--- src/rtl/tl_pkg.sv ---
package tl_pkg;

    typedef enum logic [2:0] {
        PH_MAIN_GO,
        PH_MAIN_WARN,
        PH_CROSS_GO,
        PH_CROSS_WARN,
        PH_PED_GO,
        PH_PED_CLEAR,
        PH_ARROW_GO,
        PH_ARROW_WARN
    } phase_e;

    // first field is the most significant bit of lamps_o
    typedef struct packed {
        logic ped_go;
        logic ped_clear;
        logic ped_stop;
        logic h3_nror;
        logic h3_grn;
        logic h3_yel;
        logic h3_red;
        logic h2_nror;
        logic h2_grn;
        logic h2_yel;
        logic h2_red;
        logic arrow_grn;
        logic arrow_yel;
        logic h1_grn;
        logic h1_yel;
        logic h1_red;
    } lamps_t;

    function automatic lamps_t phase_lamps(phase_e p);
        lamps_t l;
        l = '0;
        unique case (p)
            PH_MAIN_GO: begin
                l.h1_grn = 1'b1; l.h3_grn = 1'b1; l.h2_red = 1'b1; l.ped_stop = 1'b1;
            end
            PH_MAIN_WARN: begin
                l.h1_yel = 1'b1; l.h3_yel = 1'b1; l.h2_red = 1'b1; l.ped_stop = 1'b1;
            end
            PH_CROSS_GO: begin
                l.h2_grn = 1'b1; l.h1_red = 1'b1; l.h3_red = 1'b1; l.ped_stop = 1'b1;
            end
            PH_CROSS_WARN: begin
                l.h2_yel = 1'b1; l.h1_red = 1'b1; l.h3_red = 1'b1; l.ped_stop = 1'b1;
            end
            PH_PED_GO: begin
                l.h1_red = 1'b1; l.h2_red = 1'b1; l.h3_red = 1'b1; l.ped_go = 1'b1;
            end
            PH_PED_CLEAR: begin
                l.h1_red = 1'b1; l.h2_red = 1'b1; l.h3_red = 1'b1; l.ped_clear = 1'b1;
            end
            PH_ARROW_GO: begin
                l.arrow_grn = 1'b1; l.h1_red = 1'b1; l.h2_red = 1'b1; l.h3_red = 1'b1;
                l.h3_nror = 1'b1; l.ped_stop = 1'b1;
            end
            PH_ARROW_WARN: begin
                l.arrow_yel = 1'b1; l.h1_red = 1'b1; l.h2_red = 1'b1; l.h3_red = 1'b1;
                l.h3_nror = 1'b1; l.ped_stop = 1'b1;
            end
            default: l = '0;
        endcase
        return l;
    endfunction

endpackage

--- src/rtl/tl_tick_sync.sv ---
module tl_tick_sync #(
    parameter int SYNC_STAGES = 2
) (
    input  logic clk,
    input  logic rst,
    input  logic slow_i,
    output logic tick_o
);
    localparam int SH_W = SYNC_STAGES + 1;

    logic [SH_W-1:0] sh_d, sh_q;

    always_comb begin
        sh_d = {sh_q[SH_W-2:0], slow_i};
    end

    always_ff @(posedge clk) begin
        if (rst) sh_q <= '0;
        else     sh_q <= sh_d;
    end

    // rising edge seen between the last sync stage and the edge stage
    assign tick_o = sh_q[SYNC_STAGES-1] & ~sh_q[SYNC_STAGES];
endmodule

--- src/rtl/tl_interval_timer.sv ---
module tl_interval_timer #(
    parameter int SHORT_TICKS = 4,
    parameter int LONG_TICKS  = 15
) (
    input  logic clk,
    input  logic rst,
    input  logic tick_i,
    input  logic restart_i,
    output logic short_done_o,
    output logic long_done_o
);
    localparam int CNT_W = $clog2(LONG_TICKS + 1);
    localparam logic [CNT_W-1:0] SHORT_LAST = CNT_W'(SHORT_TICKS - 1);
    localparam logic [CNT_W-1:0] LONG_LAST  = CNT_W'(LONG_TICKS - 1);
    localparam logic [CNT_W-1:0] CNT_MAX    = CNT_W'(LONG_TICKS);

    logic [CNT_W-1:0] cnt_d, cnt_q;

    always_comb begin
        cnt_d = cnt_q;
        if (restart_i)                    cnt_d = '0;
        else if (tick_i && cnt_q != CNT_MAX) cnt_d = cnt_q + 1'b1;
    end

    always_ff @(posedge clk) begin
        if (rst) cnt_q <= '0;
        else     cnt_q <= cnt_d;
    end

    assign short_done_o = tick_i && (cnt_q == SHORT_LAST);
    assign long_done_o  = tick_i && (cnt_q == LONG_LAST);
endmodule

--- src/rtl/tl_walk_latch.sv ---
module tl_walk_latch (
    input  logic clk,
    input  logic rst,
    input  logic press_i,
    input  logic take_i,
    output logic req_o
);
    logic req_d, req_q;

    always_comb begin
        // a press in the consuming cycle stays pending
        req_d = press_i | (req_q & ~take_i);
    end

    always_ff @(posedge clk) begin
        if (rst) req_q <= 1'b0;
        else     req_q <= req_d;
    end

    assign req_o = req_q;
endmodule

--- src/rtl/tl_sequencer.sv ---
module tl_sequencer
    import tl_pkg::*;
#(
    parameter int SHORT_TICKS = 4,
    parameter int LONG_TICKS  = 15,
    parameter int SYNC_STAGES = 2
) (
    input  logic        clk,
    input  logic        rst,
    input  logic        slow_clk_i,
    input  logic        walk_btn_i,
    input  logic        car_sense_i,
    output logic [15:0] lamps_o
);
    typedef struct packed {
        phase_e phase;
    } seq_t;

    seq_t   st_d, st_q;
    phase_e phase_q;
    logic   tick, short_done, long_done, restart, walk_req, walk_take;

    tl_tick_sync #(.SYNC_STAGES(SYNC_STAGES)) u_sync (
        .clk(clk), .rst(rst), .slow_i(slow_clk_i), .tick_o(tick)
    );

    tl_interval_timer #(.SHORT_TICKS(SHORT_TICKS), .LONG_TICKS(LONG_TICKS)) u_timer (
        .clk(clk), .rst(rst), .tick_i(tick), .restart_i(restart),
        .short_done_o(short_done), .long_done_o(long_done)
    );

    tl_walk_latch u_walk (
        .clk(clk), .rst(rst), .press_i(walk_btn_i), .take_i(walk_take), .req_o(walk_req)
    );

    assign phase_q = st_q.phase;

    always_comb begin
        logic recheck;
        st_d    = st_q;
        recheck = 1'b0;
        unique case (st_q.phase)
            PH_MAIN_GO:    if (long_done)  st_d.phase = PH_MAIN_WARN;
            PH_MAIN_WARN:  if (short_done) st_d.phase = PH_CROSS_GO;
            PH_CROSS_GO:   if (long_done)  st_d.phase = PH_CROSS_WARN;
            PH_CROSS_WARN: if (short_done) begin
                if (walk_req)         st_d.phase = PH_PED_GO;
                else if (car_sense_i) st_d.phase = PH_ARROW_GO;
                else                  st_d.phase = PH_MAIN_GO;
            end
            PH_PED_GO:     if (long_done)  st_d.phase = PH_PED_CLEAR;
            PH_PED_CLEAR:  if (short_done) st_d.phase = car_sense_i ? PH_ARROW_GO : PH_MAIN_GO;
            PH_ARROW_GO:   if (short_done) begin
                if (car_sense_i) recheck = 1'b1;
                else             st_d.phase = PH_ARROW_WARN;
            end
            PH_ARROW_WARN: if (short_done) st_d.phase = PH_MAIN_GO;
            default:       st_d.phase = PH_MAIN_GO;
        endcase
        restart   = recheck || (st_d.phase != st_q.phase);
        walk_take = (st_d.phase == PH_PED_GO) && (st_q.phase != PH_PED_GO);
    end

    always_ff @(posedge clk) begin
        if (rst) st_q <= '{phase: PH_MAIN_GO};
        else     st_q <= st_d;
    end

    assign lamps_o = phase_lamps(st_q.phase);
endmodule

--- config.mk ---
export PLATFORM = sky130hd
export DESIGN_NAME = tl_sequencer
export DESIGN_NICKNAME = d
export VERILOG_FILES = /design/src/rtl/tl_pkg.sv /design/src/rtl/tl_tick_sync.sv /design/src/rtl/tl_interval_timer.sv /design/src/rtl/tl_walk_latch.sv /design/src/rtl/tl_sequencer.sv
export SDC_FILE = /design/constraint.sdc
export NUM_CORES = 1
export LEC_CHECK = 0
export CORE_AREA = 2 2 39 41
export CTS_BUF_LIST = sky130_fd_sc_hd__clkbuf_2
export CTS_CLUSTER_DIAMETER = 200
export DETAILED_ROUTE_END_ITERATION = 12
export DIE_AREA = 0 0 41 43
export GPL_TIMING_DRIVEN = 0
export HOLD_SLACK_MARGIN = 0.05
export MAX_ROUTING_LAYER = met4
export PLACE_DENSITY = 0.87
export SLEW_MARGIN = 20
export SYNTH_ARGS = -nofsm -noshare
export SYNTH_HDL_FRONTEND = slang
export SYNTH_SLANG_ARGS = --single-unit
--- constraint.sdc ---
create_clock -name clk -period 3.62 [get_ports clk]
set_input_delay 0.362 -clock clk [delete_from_list [all_inputs] [get_ports clk]]
set_output_delay 0.362 -clock clk [all_outputs]
set_load 0.01 [all_outputs]
==> After elaboration in Yosys (flattened, before gate mapping) <==
Cells that the tools add are included.
{ "totals": {"ff_bits": 11, "output_inout_bits": 16, "wordCells": 61} }
{ "op_classes": {"add_sub_neg": 1, "n_eq_ne": 13, "mux": 27, "bitwise_logic": 5, "n_reduce_logical": 11} }
{ "op_table": {"columns": ["cell", "n"], "rows": [
  ["3-bit two-way mux", 11],
  ["3-bit one-hot mux with 8 select lines", 1],
  ["6-bit OR reduction", 3],
  ["3-bit equality test, second input constant", 5],
  ["1-bit two-way mux", 15],
  ["3-bit by 2-bit equality test with 1-bit output, second input constant", 2],
  ["4-bit by 1-bit adder with 4-bit output, second input constant", 1],
  ["4-bit by 2-bit equality test with 1-bit output, second input constant", 1],
  ["4-bit equality test, second input constant", 1],
  ["1-bit logical AND", 4],
  ["4-bit inequality test, second input constant", 1],
  ["2-bit OR reduction", 2],
  ["3-bit by 1-bit equality test with 1-bit output, second input constant", 1],
  ["3-bit logical NOT", 1],
  ["3-bit inequality test", 1],
  ["3-bit inequality test, second input constant", 1],
  ["1-bit AND", 2],
  ["1-bit inverter", 2],
  ["1-bit logical OR", 1],
  ["1-bit bitwise OR", 1]
]} }

==> Logic depth before layout (Yosys ltp) <==
{ "depth": {"depth_word": 10, "mapped_depth": 5, "mapped_depth_nobuf": 5} }

==> Hierarchy <==
A second synthesis with hierarchy kept.
{ "hier_totals": {"cells_unflattened": 78, "hier_area_um2": 629.4} }
{ "by_module_without_submodules": {"columns": ["mod", "instances", "cells_per_inst", "area_per_inst_um2"], "rows": [
  ["tl_sequencer", 1, 41, 276.5],
  ["tl_interval_timer", 1, 26, 226.5],
  ["tl_tick_sync", 1, 7, 87.6],
  ["tl_walk_latch", 1, 4, 38.8]
]} }

==> Worst setup path before layout <==
OpenSTA, ideal clock, no wires.
{ "synth_timing": {"path_type": "register to output", "from": "register st_q (netlist bit phase_q[2])", "to": "output lamps_o[10]", "t_arrival_ns": 1.071, "slack_ns": 2.187, "stages_incl_launch_ff": 4, "path_buffers": 1, "path_cell_list": "dfxtp_1 -> or2_2 -> nor2_1 -> buf_4"} }
{ "synth_via": {"elab_chain_len": 2} }
{ "synth_rtl": {"columns": ["item", "line_no", "rtl"], "rows": [
  ["start: declaration", "tl_sequencer.sv:19", "seq_t st_d, st_q;"],
  ["start signal: assignment", "tl_sequencer.sv:65", "if (rst) st_q <= '{phase: PH_MAIN_GO};"],
  ["start signal: assignment", "tl_sequencer.sv:66", "else st_q <= st_d;"],
  ["3-bit by 1-bit equality test with 1-bit output", null, null],
  ["1-bit two-way mux", null, null],
  ["end: declaration", "tl_sequencer.sv:13", "output logic [15:0] lamps_o"]
]} }
Every way passes these cells.

==> Worst setup path after layout <==
{ "layout_timing": {"from": "register st_q (netlist bit phase_q[2])", "to": "output lamps_o[11]"} }
{ "layout_via": {"elab_chain_len": 2} }
{ "layout_rtl": {"columns": ["item", "line_no", "rtl"], "rows": [
  ["3-bit logical NOT", "tl_pkg.sv:37", "unique case (p)"],
  ["1-bit two-way mux", "tl_pkg.sv:37", null]
]} }
Every way passes these cells.

==> flow_summary_export.csv <==
group,metric,value,unit
timing,max_freq,469,MHz
floorplan,die_area,1760,um^2
drt,ant_nets,0,
drt,dr.pass1.iters,6,
worst_setup_path,cp_data_arrival_time,1.77,ns
power_and_ir_drop,total_power,0.211,mW
final_layout,drive_above_1_share,0.170,
power_and_ir_drop,power_frac_clock,0.319,
synth,ys.flop_type,"dfxtp_1",
final_layout,multi_input_area,339,um^2
clocking,ctsHoldBuffers,0,
clocking,clk_path_buf_depth,2,
worst_setup_path,cpPeakStageDelay,0.52,ns
worst_setup_path,startpoint_type,"flip-flop",
floorplan,die_w,41,um
synth,yosysTopAreaCell,"dfxtp_1",
synth,synth-simple-area-share,0.314,
floorplan,ios,21,
final_layout,num-nets-final,102,
worst_setup_path,rr_worst_depth,5,
synth,yosysWarnings,0,
floorplan,start_util,0.446,
floorplan,die_h,43,um
synth,netlist_area,617,um^2
floorplan,rows,14,
clocking,cts.clk_slew.worst_paths,0.11,ns
timing,drv_slew,0,
worst_setup_path,cp_max_fo,8,
power_and_ir_drop,peakVddDrop,0.000253,V
drt,drc_errors,0,
min_path,min_from,"u_sync.sh_q[0]$_SDFF_PP0_",
timing,clock_skew,0.00232,ns
power_and_ir_drop,netSwitchingFraction,0.247,
worst_setup_path,r2r_end,"phase_q[1]$_SDFF_PP0_",
final_layout,fillerInstances,138,
synth,synth_cell_types,30,
drt,via_per_inst,4.90,
synth,ys_seq_area_frac,0.357,
timing,setup_violations,0,
power_and_ir_drop,power_density,249,nW/um^2
clocking,root_buffer,"clkbuf_2",
drt,wire_per_inst,10.6,um
floorplan,core,1380,um^2
worst_setup_path,path_cells,"or2_2 > nor2_1 > buf_4 > clkdlybuf4s50_1",
clocking,cts_made_buffers,3,
status,status,"complete, no violations",
placed_design,finalWeightedCongestion,0.738,
final_layout,fin_cells,110,
synth,synth_mux_area_frac,0.0162,
min_path,whs_path_depth,1,
drt,num_vias,539,
synth,yosys.area_share.adder,0.0406,
worst_setup_path,rr_startpoint,"u_timer.cnt_q[0]$_SDFFE_PP0P_",
job,maxCapViolCount,0,
power_and_ir_drop,intPower,0.159,mW
min_path,hold_path_end,"u_sync.sh_q[1]$_SDFF_PP0_",
worst_setup_path,crit_slowest_cell,"clkdlybuf4s50_1",
timing,holdWs,0.451,ns
placed_design,place_hpwl,914,um
synth,synth_top_family_by_area,"simple AND/OR/NAND/NOR gates",
synth,synth_cells,71,
final_layout,fin_util,0.612,
final_layout,n_antenna_cell,0,
global_routing,grt_use_total,0.163,
synth,synth_edf_count,0,
worst_setup_path,end_kind,"primary output",
synth,synth_xor_area_frac,0.0142,
power_and_ir_drop,p_leak,0.329,nW
power_and_ir_drop,seqPwrFrac,0.604,
clocking,postCtsSetupBuffers,0,
global_routing,overflow,0,
clocking,cts_tree,"yes",
placed_design,numPortBuffers,19,
placed_design,placed_cells,106,
timing,tns,0,ns
final_layout,final-seq-area,220,um^2
synth,synth.avg_cell_area,8.69,um^2
synth,synth_seq_cells,11,
synth,postSynth.asyncResetShare,0,
final_layout,syn2layout_area_growth,37.3,%
min_path,hp-class,"flip-flop to flip-flop",
clocking,cts_htree_levels,1,
clocking,clkLatencyLatePin,0.26,ns
global_routing,grt_max_degree,10,
timing,rsz0062_at_grt,"false",
synth,post-synth-top-area-fraction,0.357,
global_routing,grt_pass1_vias,457,
power_and_ir_drop,netSwitchingPower,0.0521,mW
power_and_ir_drop,power_frac_comb,0.077,
timing,period_share,0.589,
worst_setup_path,crit_type,"flip-flop to primary output",
drt,wl,1160,um
clocking,cts.sinks,11,
synth,synth_compound_area_frac,0.158,
global_routing,grt_pass1_wl,1920,um
synth,synthesis.nets,78,
worst_setup_path,required,3.26,ns
worst_setup_path,rrSetupSlack,2.06,ns
clocking,post_cts_resize_count,0,
timing,finalHoldViolCount,0,
global_routing,antenna_found_initial,0,
drt,drtIter0Drc,12,
synth,netlist_top_cells_area,"dfxtp_1, nor2_1, buf_4",
timing,period_minus_slack,2.13,ns
[stage by stage]
step | worst slack [ns] | instance area [um^2]
6_report | 1.49 | 847
2_1_floorplan | 2.19 | 617
3_5_place_dp | 1.77 | 827
4_1_cts | 1.46 | 847
5_1_grt | 1.37 | 847
3_3_place_gp | 1.80 | 827
[cells in the final DEF, fill, tap and decap left out]
master	synthesis	routed
buf_4	4	4
a311oi_1	2	2
xnor2_1	1	1
dfxtp_1	11	11
nand3_1	1	1
nor2b_1	4	4
and4_4	1	1
ha_1	2	2
a211oi_2	1	1
or2_2	1	1
nor3_1	4	4
a221oi_1	1	1
nand2_1	1	1
nor3_4	1	1
nand4_1	1	1
nor2_1	12	12
clkdlybuf4s50_1	0	19
inv_1	5	5
a211o_1	1	1
nand4bb_4	1	1
mux2i_1	1	1
a21oi_1	3	3
a211oi_1	3	3
o21a_1	1	1
nand2b_1	2	2
inv_2	1	1
or2b_2	1	1
o21ai_0	1	1
and2_1	1	1
clkinv_2	0	1
conb_1	1	1
clkbuf_2	1	4
[registers in the layout, indices dropped and copies added (netlist names)]
register / flops
u_walk.req_o: 1
u_timer.cnt_q: 4
u_sync.sh_q: 3
phase_q: 3
[synthesized netlist by cell type, types with 2 or more instances]
library cell / count
nor2b_1: 4
nand2b_1: 2
a211oi_1: 3
ha_1: 2
nor3_1: 4
dfxtp_1: 11
a21oi_1: 3
a311oi_1: 2
inv_1: 5
nor2_1: 12
buf_4: 4
[layout make-up]
| class | count | share of cell area |
|---|---|---|
| plain buffers | 5 | 0.0414 |
| clock buffers | 3 | 0.0177 |
| clock inverters | 1 | 0.00591 |
| inverters | 6 | 0.0266 |
| multi-input cells | 49 | 0.400 |
| flip-flops and latches | 11 | 0.260 |
| well taps | 16 | 0.0236 |
| repair buffers | 19 | 0.225 |
[worst max-delay path by stage]
stage / start / to
global route: phase_q[2]$_SDFF_PP0_ / lamps_o[11]
global placement: phase_q[2]$_SDFF_PP0_ / lamps_o[11]
finish: phase_q[2]$_SDFF_PP0_ / lamps_o[11]
CTS: phase_q[2]$_SDFF_PP0_ / lamps_o[11]
detailed placement: phase_q[2]$_SDFF_PP0_ / lamps_o[11]
floorplan: phase_q[2]$_SDFF_PP0_ / lamps_o[10]
[metal layers]
layer,track usage,vias to the layer above,share of wire
met3,0.0157,2,0.062
met1,0.202,230,0.47
met2,0.244,21,0.45
li1,-,286,-
met4,0.100,0,0.015
met5,-,-,0
[power by group through the flow]
stage	Combinational, mW	Clock [mW]	Sequential (mW)
after floorplan	0.00913	0	0.129
after global placement	0.0158	0	0.130
after detailed placement	0.0163	0	0.130
after CTS	0.0164	0.0691	0.127
after global routing	0.0184	0.0758	0.128
final	0.0163	0.0671	0.127
[critical path, delay by kind of cell, from the launching register on]
| family | cells | cell delay, ns |
|---|---|---|
| flip-flops | 1 | 0.38 |
| AND/OR/NAND/NOR | 2 | 0.49 |
| buffers and inverters | 2 | 0.64 |
[kinds of logic after synthesis]
| family | after synthesis |
|---|---|
| AND/OR/NAND/NOR | 31 |
| multiplexers | 1 |
| buffers and inverters | 11 |
| AO/OA/AOI/OAI | 13 |
| flip-flops | 11 |
| other | 1 |
| XOR/XNOR | 1 |
| adder cells (fa/ha/maj) | 2 |
(Power assumes the default switching activity.)
